## config.mk

```make
export PLATFORM = sky130hd
export DESIGN_NAME = eeprom_cmd_seq
export DESIGN_NICKNAME = d
export VERILOG_FILES = /design/src/rtl/eeprom_cmd_pkg.sv /design/src/rtl/eeprom_seq_match.sv /design/src/rtl/eeprom_page_window.sv /design/src/rtl/eeprom_busy_timer.sv /design/src/rtl/eeprom_cmd_seq.sv
export SDC_FILE = /design/constraint.sdc
export NUM_CORES = 1
export LEC_CHECK = 0
export BUFFER_PORTS_ARGS = -buffer_cell sky130_fd_sc_hd__buf_2
export CAP_MARGIN = 20
export CORE_MARGIN = 3
export CORE_UTILIZATION = 55
export CTS_BUF_LIST = sky130_fd_sc_hd__clkbuf_8
export DETAILED_ROUTE_END_ITERATION = 7
export HOLD_SLACK_MARGIN = 0.08
export PLACE_DENSITY = 0.79
export SYNTH_ARGS = -nofsm -noshare
export SYNTH_HDL_FRONTEND = slang
export SYNTH_HIERARCHICAL = 1
export SYNTH_SLANG_ARGS = --single-unit
export TNS_END_PERCENT = 10
```

## constraint.sdc

```tcl
create_clock -name clk -period 8.8 [get_ports clk]
set_input_delay 2.64 -clock clk [delete_from_list [all_inputs] [get_ports clk]]
set_output_delay 2.64 -clock clk [all_outputs]
set_load 0.01 [all_outputs]
```

## src/rtl/eeprom_cmd_pkg.sv

```systemverilog
package eeprom_cmd_pkg;

    // Unlock sequence key values (address / data)
    localparam int unsigned SEQ_ADDR_HI = 32'h5555;
    localparam int unsigned SEQ_ADDR_LO = 32'h2AAA;
    localparam int unsigned KEY_A       = 32'hAA;
    localparam int unsigned KEY_B       = 32'h55;
    localparam int unsigned KEY_C       = 32'h80;
    localparam int unsigned CMD_OFF     = 32'h40;
    localparam int unsigned CMD_ON      = 32'h50;

    typedef enum logic [2:0] {
        SEQ_IDLE,
        SEQ_GOT1,
        SEQ_GOT2,
        SEQ_GOT3,
        SEQ_GOT4,
        SEQ_GOT5
    } seq_state_t;

    typedef enum logic {
        WIN_CLOSED,
        WIN_OPEN
    } win_state_t;

    typedef enum logic {
        TMR_READY,
        TMR_BUSY
    } tmr_state_t;

endpackage

```

## src/rtl/eeprom_seq_match.sv

```systemverilog
module eeprom_seq_match
    import eeprom_cmd_pkg::*;
#(
    parameter int ADDR_W = 15,
    parameter int DATA_W = 8
) (
    input  logic              clk,
    input  logic              rst_n,
    input  logic              accept,
    input  logic [ADDR_W-1:0] addr,
    input  logic [DATA_W-1:0] data,
    output logic              consume,
    output logic              cmd_off,
    output logic              cmd_on
);

    seq_state_t state_q;
    seq_state_t state_d;

    logic at_hi;
    logic at_lo;
    logic is_first;
    logic step_hit;
    logic byte_off;
    logic byte_on;

    // Decode of the address/data pair presented this cycle
    always_comb begin
        at_hi    = (addr == ADDR_W'(SEQ_ADDR_HI));
        at_lo    = (addr == ADDR_W'(SEQ_ADDR_LO));
        byte_off = (data == DATA_W'(CMD_OFF));
        byte_on  = (data == DATA_W'(CMD_ON));
        is_first = at_hi && (data == DATA_W'(KEY_A));
    end

    // Does the write match the step the current state expects
    always_comb begin
        step_hit = 1'b0;
        unique case (state_q)
            SEQ_IDLE: step_hit = is_first;
            SEQ_GOT1: step_hit = at_lo && (data == DATA_W'(KEY_B));
            SEQ_GOT2: step_hit = at_hi && (data == DATA_W'(KEY_C));
            SEQ_GOT3: step_hit = is_first;
            SEQ_GOT4: step_hit = at_lo && (data == DATA_W'(KEY_B));
            SEQ_GOT5: step_hit = at_hi && (byte_off || byte_on);
            default:  step_hit = 1'b0;
        endcase
    end

    // Next state
    always_comb begin
        state_d = state_q;
        if (accept) begin
            if (step_hit) begin
                unique case (state_q)
                    SEQ_IDLE: state_d = SEQ_GOT1;
                    SEQ_GOT1: state_d = SEQ_GOT2;
                    SEQ_GOT2: state_d = SEQ_GOT3;
                    SEQ_GOT3: state_d = SEQ_GOT4;
                    SEQ_GOT4: state_d = SEQ_GOT5;
                    SEQ_GOT5: state_d = SEQ_IDLE;
                    default:  state_d = SEQ_IDLE;
                endcase
            end else if (is_first) begin
                state_d = SEQ_GOT1;
            end else begin
                state_d = SEQ_IDLE;
            end
        end
    end

    // State register
    always_ff @(posedge clk or negedge rst_n) begin
        if (!rst_n) begin
            state_q <= SEQ_IDLE;
        end else begin
            state_q <= state_d;
        end
    end

    // Outputs
    always_comb begin
        consume = accept && (step_hit || is_first);
        cmd_off = accept && (state_q == SEQ_GOT5) && at_hi && byte_off;
        cmd_on  = accept && (state_q == SEQ_GOT5) && at_hi && byte_on;
    end

endmodule

```

## src/rtl/eeprom_page_window.sv

```systemverilog
module eeprom_page_window
    import eeprom_cmd_pkg::*;
#(
    parameter int PAGE_BYTES = 64,
    parameter int PAGE_GAP   = 8
) (
    input  logic clk,
    input  logic rst_n,
    input  logic accept,
    input  logic fwd,
    input  logic seq_done,
    output logic close
);

    localparam int CNT_W = $clog2(PAGE_BYTES + 1);
    localparam int GAP_W = $clog2(PAGE_GAP + 1);
    localparam logic [CNT_W-1:0] CNT_LAST = CNT_W'(PAGE_BYTES - 1);
    localparam logic [GAP_W-1:0] GAP_LAST = GAP_W'(PAGE_GAP - 1);

    win_state_t       state_q;
    win_state_t       state_d;
    logic [CNT_W-1:0] cnt_q;
    logic [CNT_W-1:0] cnt_d;
    logic [GAP_W-1:0] gap_q;
    logic [GAP_W-1:0] gap_d;
    logic             full_hit;
    logic             gap_hit;

    always_comb begin
        full_hit = fwd && (cnt_q == CNT_LAST);
        gap_hit  = !accept && (gap_q == GAP_LAST);
    end

    // Next state and counters
    always_comb begin
        state_d = state_q;
        cnt_d   = cnt_q;
        gap_d   = gap_q;
        unique case (state_q)
            WIN_CLOSED: begin
                if (fwd || seq_done) begin
                    state_d = WIN_OPEN;
                    cnt_d   = fwd ? CNT_W'(1) : '0;
                    gap_d   = '0;
                end
            end
            WIN_OPEN: begin
                if (full_hit || gap_hit) begin
                    state_d = WIN_CLOSED;
                    cnt_d   = '0;
                    gap_d   = '0;
                end else if (accept) begin
                    gap_d = '0;
                    if (fwd) begin
                        cnt_d = cnt_q + CNT_W'(1);
                    end
                end else begin
                    gap_d = gap_q + GAP_W'(1);
                end
            end
            default: state_d = WIN_CLOSED;
        endcase
    end

    // State register
    always_ff @(posedge clk or negedge rst_n) begin
        if (!rst_n) begin
            state_q <= WIN_CLOSED;
            cnt_q   <= '0;
            gap_q   <= '0;
        end else begin
            state_q <= state_d;
            cnt_q   <= cnt_d;
            gap_q   <= gap_d;
        end
    end

    // Outputs
    always_comb begin
        close = (state_q == WIN_OPEN) && (full_hit || gap_hit);
    end

endmodule

```

## src/rtl/eeprom_busy_timer.sv

```systemverilog
module eeprom_busy_timer
    import eeprom_cmd_pkg::*;
#(
    parameter int T_DIS_CYC = 40,
    parameter int T_EN_CYC  = 2 * T_DIS_CYC
) (
    input  logic clk,
    input  logic rst_n,
    input  logic start,
    input  logic autoclr,
    output logic ready
);

    localparam int T_MAX = (T_EN_CYC > T_DIS_CYC) ? T_EN_CYC : T_DIS_CYC;
    localparam int TW    = $clog2(T_MAX + 1);
    localparam logic [TW-1:0] LOAD_EN  = TW'(T_EN_CYC - 1);
    localparam logic [TW-1:0] LOAD_DIS = TW'(T_DIS_CYC - 1);

    tmr_state_t    state_q;
    tmr_state_t    state_d;
    logic [TW-1:0] cnt_q;
    logic [TW-1:0] cnt_d;

    // Next state
    always_comb begin
        state_d = state_q;
        cnt_d   = cnt_q;
        unique case (state_q)
            TMR_READY: begin
                if (start) begin
                    state_d = TMR_BUSY;
                    cnt_d   = autoclr ? LOAD_EN : LOAD_DIS;
                end
            end
            TMR_BUSY: begin
                if (cnt_q == '0) begin
                    state_d = TMR_READY;
                end else begin
                    cnt_d = cnt_q - TW'(1);
                end
            end
            default: state_d = TMR_READY;
        endcase
    end

    // State register
    always_ff @(posedge clk or negedge rst_n) begin
        if (!rst_n) begin
            state_q <= TMR_READY;
            cnt_q   <= '0;
        end else begin
            state_q <= state_d;
            cnt_q   <= cnt_d;
        end
    end

    // Outputs
    always_comb begin
        ready = (state_q == TMR_READY);
    end

endmodule

```

## src/rtl/eeprom_cmd_seq.sv

```systemverilog
module eeprom_cmd_seq
    import eeprom_cmd_pkg::*;
#(
    parameter int ADDR_W     = 15,
    parameter int DATA_W     = 8,
    parameter int PAGE_BYTES = 64,
    parameter int PAGE_GAP   = 8,
    parameter int T_DIS_CYC  = 40,
    parameter int T_EN_CYC   = 2 * T_DIS_CYC
) (
    input  logic              clk,
    input  logic              rst_n,
    input  logic              wr_en,
    input  logic [ADDR_W-1:0] wr_addr,
    input  logic [DATA_W-1:0] wr_data,
    output logic              ready,
    output logic              autoclr_en,
    output logic              page_wr_valid,
    output logic [ADDR_W-1:0] page_wr_addr,
    output logic [DATA_W-1:0] page_wr_data
);

    logic accept;
    logic consume;
    logic fwd;
    logic cmd_off;
    logic cmd_on;
    logic win_close;
    logic tmr_ready;

    logic              mode_q;
    logic              pv_q;
    logic [ADDR_W-1:0] pa_q;
    logic [DATA_W-1:0] pd_q;

    always_comb begin
        accept = wr_en && tmr_ready;
        fwd    = accept && !consume;
    end

    eeprom_seq_match #(
        .ADDR_W (ADDR_W),
        .DATA_W (DATA_W)
    ) u_match (
        .clk     (clk),
        .rst_n   (rst_n),
        .accept  (accept),
        .addr    (wr_addr),
        .data    (wr_data),
        .consume (consume),
        .cmd_off (cmd_off),
        .cmd_on  (cmd_on)
    );

    eeprom_page_window #(
        .PAGE_BYTES (PAGE_BYTES),
        .PAGE_GAP   (PAGE_GAP)
    ) u_window (
        .clk      (clk),
        .rst_n    (rst_n),
        .accept   (accept),
        .fwd      (fwd),
        .seq_done (cmd_off || cmd_on),
        .close    (win_close)
    );

    eeprom_busy_timer #(
        .T_DIS_CYC (T_DIS_CYC),
        .T_EN_CYC  (T_EN_CYC)
    ) u_timer (
        .clk     (clk),
        .rst_n   (rst_n),
        .start   (win_close),
        .autoclr (mode_q),
        .ready   (tmr_ready)
    );

    // Mode register: autoclear on at power-up
    always_ff @(posedge clk or negedge rst_n) begin
        if (!rst_n) begin
            mode_q <= 1'b1;
        end else if (cmd_off) begin
            mode_q <= 1'b0;
        end else if (cmd_on) begin
            mode_q <= 1'b1;
        end
    end

    // Forwarded page traffic register
    always_ff @(posedge clk or negedge rst_n) begin
        if (!rst_n) begin
            pv_q <= 1'b0;
            pa_q <= '0;
            pd_q <= '0;
        end else begin
            pv_q <= fwd;
            if (fwd) begin
                pa_q <= wr_addr;
                pd_q <= wr_data;
            end
        end
    end

    always_comb begin
        ready         = tmr_ready;
        autoclr_en    = mode_q;
        page_wr_valid = pv_q;
        page_wr_addr  = pa_q;
        page_wr_data  = pd_q;
    end

endmodule

```

Word level (Yosys, flattened, before mapping). Cells that the tools add are included.

Register bits after elaboration: 48. Bits of input ports: 26. Logic and storage cells: 88.

Bitwise logic cells: 2. Add/sub/neg operators: 3. Equal/unequal tests: 19. Reductions and logical operators: 28. Mux-type cells: 26.

Operators by type and width (count): $mux W7 (7); $pmux W7 S2 (2); $eq A8 B7 Y1 const B (3); $eq A8 B8 Y1 const B (2); $eq A15 B14 Y1 const B (1); $eq A15 B15 Y1 const B (1); $pmux W3 S5 (1); $logic_and A1 B1 Y1 (14); $mux W4 (3); $mux W1 (8); $pmux W4 S2 (1); $add A7 B1 Y7 const B (1); $eq A7 B6 Y1 const B (1); $logic_not A7 Y1 (1); $sub A7 B1 Y7 const B (1); $eq A3 B2 Y1 const B (2); $eq A3 B3 Y1 const B (2); $ne A3 B3 Y1 const B (2); $logic_or A1 B1 Y1 (5); $add A4 B1 Y4 const B (1); $eq A4 B3 Y1 const B (1); $ne A2 B1 Y1 const B (2); $pmux W1 S2 (2); $pmux W1 S4 (1); other kinds (10) (13).

Depth between registers and ports, before layout.
Word-level depth: 13. Mapped depth: 15. Depth with buffers taken out: 13.

Cells and area by module. The synthesis kept the hierarchy.

By module, submodules not included: eeprom_cmd_seq (sequential area each 626.9 sq um, times used 1, area each 1023.5 sq um, cells an instance 56); eeprom_page_window (sequential area each 300.3 sq um, times used 1, area each 676.9 sq um, cells an instance 67); eeprom_busy_timer (sequential area each 200.2 sq um, times used 1, area each 460.4 sq um, cells an instance 44); eeprom_seq_match (sequential area each 75.1 sq um, times used 1, area each 431.7 sq um, cells an instance 52).

Worst setup path before layout. Ideal clock, no wire load.

Kind: input -> register. Start point: input wr_addr[7]. End point: register u_timer.cnt_q[5]. Arrival: 5015 ps. Buffers on the path: 1. Data required time: 8674 ps. Setup slack: 3659 ps. Stages: 14. Cell sequence: nor4b_2 nand4_1 nor4b_4 a21oi_1 nor2b_1 nand3b_4 buf_6 inv_1 nand3b_1 o21ai_0 and2_1 nor2b_1 nor2b_1 a311o_1.

Word-level cells in the longest chain between the ends: 12.

RTL lines: from (decl) (RTL line eeprom_cmd_seq.sv:14) `input logic [ADDR_W-1:0] wr_addr,`; $eq A15 B15 Y1 or $eq A15 B14 Y1 (tied branches) (RTL line eeprom_seq_match.sv:29, eeprom_seq_match.sv:30); $logic_and A1 B1 Y1, on equally long branches; $pmux W1 S4 (RTL line eeprom_seq_match.sv:39) `unique case (state_q)`; $logic_or A1 B1 Y1 * (RTL line eeprom_seq_match.sv:83) `consume = accept && (step_hit || is_first);`; $logic_and A1 B1 Y1 * (RTL line eeprom_seq_match.sv:83); net consume (RTL line eeprom_cmd_seq.sv:24) `logic consume;`; $logic_not A1 Y1 * (RTL line eeprom_cmd_seq.sv:38) `fwd = accept && !consume;`; $logic_and A1 B1 Y1 * (RTL line eeprom_cmd_seq.sv:38); net fwd (RTL line eeprom_cmd_seq.sv:25) `logic fwd;`; $logic_and A1 B1 Y1 * (RTL line eeprom_page_window.sv:30) `full_hit = fwd && (cnt_q == CNT_LAST);`; $logic_or A1 B1 Y1 * (RTL line eeprom_page_window.sv:80) `close = (state_q == WIN_OPEN) && (full_hit || gap_hit);`; $logic_and A1 B1 Y1 * (RTL line eeprom_page_window.sv:80); net win_close (RTL line eeprom_cmd_seq.sv:28) `logic win_close;`; $ne A2 B1 Y1 (no source line) *; $reduce_and A2 Y1 (no source line) *; to (signal assigned) (RTL line eeprom_busy_timer.sv:53) `cnt_q <= cnt_d;`; to (decl) (RTL line eeprom_busy_timer.sv:21) `logic [TW-1:0] cnt_q;`.

The timed path passes the listed nets; every way through them passes the cells marked *. A chain may end at the register's enable or synchronous reset.

Worst setup path after layout. Same ends and word-level chain as after synthesis.

==> results.py <==
metrics = {
    "critical_path": {
        "cp_max_fo": 24,
        "reg2reg_slack_ns": 5.45,
        "worstSetupStartpointType": "primary input",
        "worstSetupEndpointType": "register",
        "worst-r2r-cell-count": 13,
        "cp_common_cell": "nor2b_1",
        "crit_required_ns": 8.99,
        "r2r_start": "u_match/state_q[2]$_DFFE_PN0P_",
        "worst_ep_arrival_time_ns": 5.57,
        "slowest_delay_ns": 0.42,
        "crit_type": "in2reg",
        "worst_path_max_delay_cell": "nand3b_4",
        "r2r-end": "u_timer/cnt_q[5]$_DFFE_PN0P_",
        "path_cells": "buf_2 > nor4b_2 > nand4_1 > nor4b_4 > a21oi_1 > nor2b_1 > nand3b_4 > inv_1 > nand3b_1 > o21ai_0 > and2_1 > nor2b_1 > nor2b_1 > a311o_1",
    },
    "sta": {
        "whs_ns": 0.507,
        "hold_viol_final": 0,
        "clock_skew_ns": 0.0109,
        "setup_viol": 0,
        "setup-tns-final_ns": 0,
        "drv_slew": 0,
        "fin_crit_ns": 5.38,
        "relSlewSlack_pct": 49.9,
        "fmax_ghz": 0.186,
        "rsz0062_at_grt": "no",
        "fin_ws_ns": 3.42,
        "fin_crit_sh_pct": 61.2,
        "worstMarginPinSlew_ns": 0.746,
    },
    "power_and_ir_drop": {
        "ir_drop_mv": 0.153,
        "p_per_area_nw_per_um2": 262,
        "p_leak_nw": 1.35,
        "power_mw": 0.785,
    },
    "die": {
        "die_y_um": 74.7,
        "core_area_um2": 4440,
        "dieArea_um2": 5570,
        "die-width_um": 74.7,
        "row_count": 24,
        "start_util_pct": 58.3,
        "ioPinCount": 52,
    },
    "grt": {
        "met3_usage_pct": 3.74,
        "grt_busiest_layer": "met2",
        "grt_antenna_before_repair": 0,
        "grt_use_total_pct": 19.8,
        "grt-ovfl-total": 0,
        "grt_max_degree": 49,
        "grt_pass1_vias": 1802,
        "use_met1_pct": 28.2,
        "grt_first_pass_wirelength_um": 8570,
        "use_met2_pct": 30.5,
    },
    "min_path": {
        "hp-start": "page_wr_data[7]$_DFFE_PN0P_",
        "worstHoldEndpoint": "page_wr_data[7]$_DFFE_PN0P_",
        "hold_depth": 1,
        "hold_path.class": "reg2reg",
    },
    "drt": {
        "firstDrtPassIters": 4,
        "ant_nets": 0,
        "wl_per_cell_um": 15.9,
        "dr_total_vias": 1921,
        "via_per_inst": 5.87,
        "drc_errors": 0,
        "drt-total-wl_um": 5180,
        "drt_iter0_drc": 150,
    },
    "cells_and_area": {
        "fin_nets": 303,
        "layout-drive-gt1-share_pct": 36.4,
        "post_layout_nonfiller_instances": 327,
        "fill_cells": 356,
        "antenna_cells": 0,
        "area_growth_syn_to_layout_pct": 15.3,
    },
    "clocking": {
        "cts_tree": "yes",
        "numClockSinks": 48,
        "clk_path_buf_depth": 2,
        "clkTransAtPathRegs_ns": 0.09,
        "postCtsSetupRepairBufs": 0,
        "worstSkewPairLatency_ns": 0.30,
        "cts-hold-fix-buffers": 0,
        "cts-root-buf": "clkbuf_8",
        "numCtsBuffers": 5,
        "cts_resized": 0,
        "cts_htree_levels": 2,
    },
    "synth": {
        "syn_inst": 219,
        "ys_ff_latch": 48,
        "synth_cell_types": 59,
        "synth_area_leaders": "dfrtp_1, mux2_4, mux2_2, o21ai_0, nor2_1",
        "synth.top_cell.area_share_pct": 45.4,
        "synth_top_area_cell": "dfrtp_1",
        "synth_warnings": 6,
        "syn_avg_cell_area_um2": 11.8,
        "ys_async_sr_fraction_pct": 100,
        "synth_edf_count": 0,
        "synth.cell_area_um2": 2590,
        "ys.flop_type": "dfrtp_1",
        "synthesis.nets": 248,
        "ys_seq_area_share_pct": 46.4,
    },
    "place": {
        "dp_cells": 318,
        "pre_cts_slack_ns": 3.07,
        "gp_congestion": 0.827,
        "io_buffers": 51,
        "dp_hpwl_um": 3810,
    },
    "run": {
        "maxCapViolCount": 0,
    },
    "outcome": {
        "status": "completed",
    },
}
layer usage:
metal	vias up	share of wire [%]
li1	926	-
met1	937	47
met2	53	47
met3	5	4.3
met4	0	0.98
met5	-	0
worst max-delay path: cells and delay by family:
family | cells | cell delay (ns)
buffers and inverters | 2 | 0.32
AO/OA/AOI/OAI | 3 | 0.54
AND/OR/NAND/NOR | 9 | 2.07
cell usage after synthesis, types with 3 or more instances:
library cell	count
mux2_4	19
inv_1	11
nand2b_1	4
a31oi_1	6
nor2b_1	5
o21ai_0	11
nand4_1	7
mux2_2	7
nor3_1	4
dfrtp_1	47
nor3b_1	6
a21oi_1	8
nor2_1	13
ha_1	3
nand2_1	10
worst max-delay path by stage:
stage,from,to,slack (ns),cells past startpoint
floorplan,wr_addr[7],u_timer/cnt_q[5]$_DFFE_PN0P_,3.66,14
global placement,wr_addr[7],u_timer/cnt_q[5]$_DFFE_PN0P_,3.20,14
detailed placement,wr_addr[7],u_timer/cnt_q[5]$_DFFE_PN0P_,3.07,14
CTS,wr_addr[7],u_timer/cnt_q[5]$_DFFE_PN0P_,3.41,14
global route,wr_data[6],u_timer/cnt_q[5]$_DFFE_PN0P_,3.16,14
finish,wr_addr[7],u_timer/cnt_q[5]$_DFFE_PN0P_,3.42,14
layout make-up:
type,count,area [um^2],area share [%]
Multi-Input combinational cell,156,1310,43.9
Timing Repair Buffer,52,275,9.21
Inverter,11,41.3,1.38
Tap cell,52,65.1,2.18
Sequential cell,48,1200,40.2
Clock inverter,3,23.8,0.795
Clock buffer,5,68.8,2.30
state kept, by name, summed over array words and instances, names as in the netlist:
register          flops
u_window/state_q      1
page_wr_data          8
u_match/state_q       3
page_wr_addr         15
u_window/cnt_q        7
page_wr_valid         1
autoclr_en            1
u_timer/cnt_q         7
u_timer/state_q       1
u_window/gap_q        4
cell families (layout without fill, tap and decap cells):
group	after synthesis	count (layout)	synth area share, %
simple gates	76	76	21.0
flops	48	48	46.4
compound gates	47	47	12.8
mux	27	27	14.4
buf+inv	15	71	2.94
fa+ha+maj	3	3	1.45
xor+xnor	3	3	1.01
stage by stage:
step / cell area, um^2 / util, %
global route: 2990 / 67.3
global placement: 2880 / 64.8
CTS: 2970 / 66.8
detailed placement: 2880 / 64.8
finish: 2990 / 67.3
floorplan: 2590 / -
report_power, final:
part	switching (mW)	leakage [nW]	total, mW	internal (mW)
Clock	0.0758	0.0404	0.132	0.0563
Sequential	0.0707	0.574	0.364	0.293
Combinational	0.135	0.732	0.288	0.153
cells in the final DEF (no fill, tap or decap), types with 3 or more instances in the layout:
master	instances
ha_1	3
dfrtp_1	47
clkbuf_8	5
mux2_4	19
nand2b_1	4
buf_2	51
nor2_1	13
inv_1	11
a31oi_1	6
o21ai_0	11
nand2_1	10
a21oi_1	8
mux2_2	7
nand4_1	7
nor3_1	4
nor3b_1	6
nor2b_1	5
Note: power is estimated with default switching activity, not from simulation.
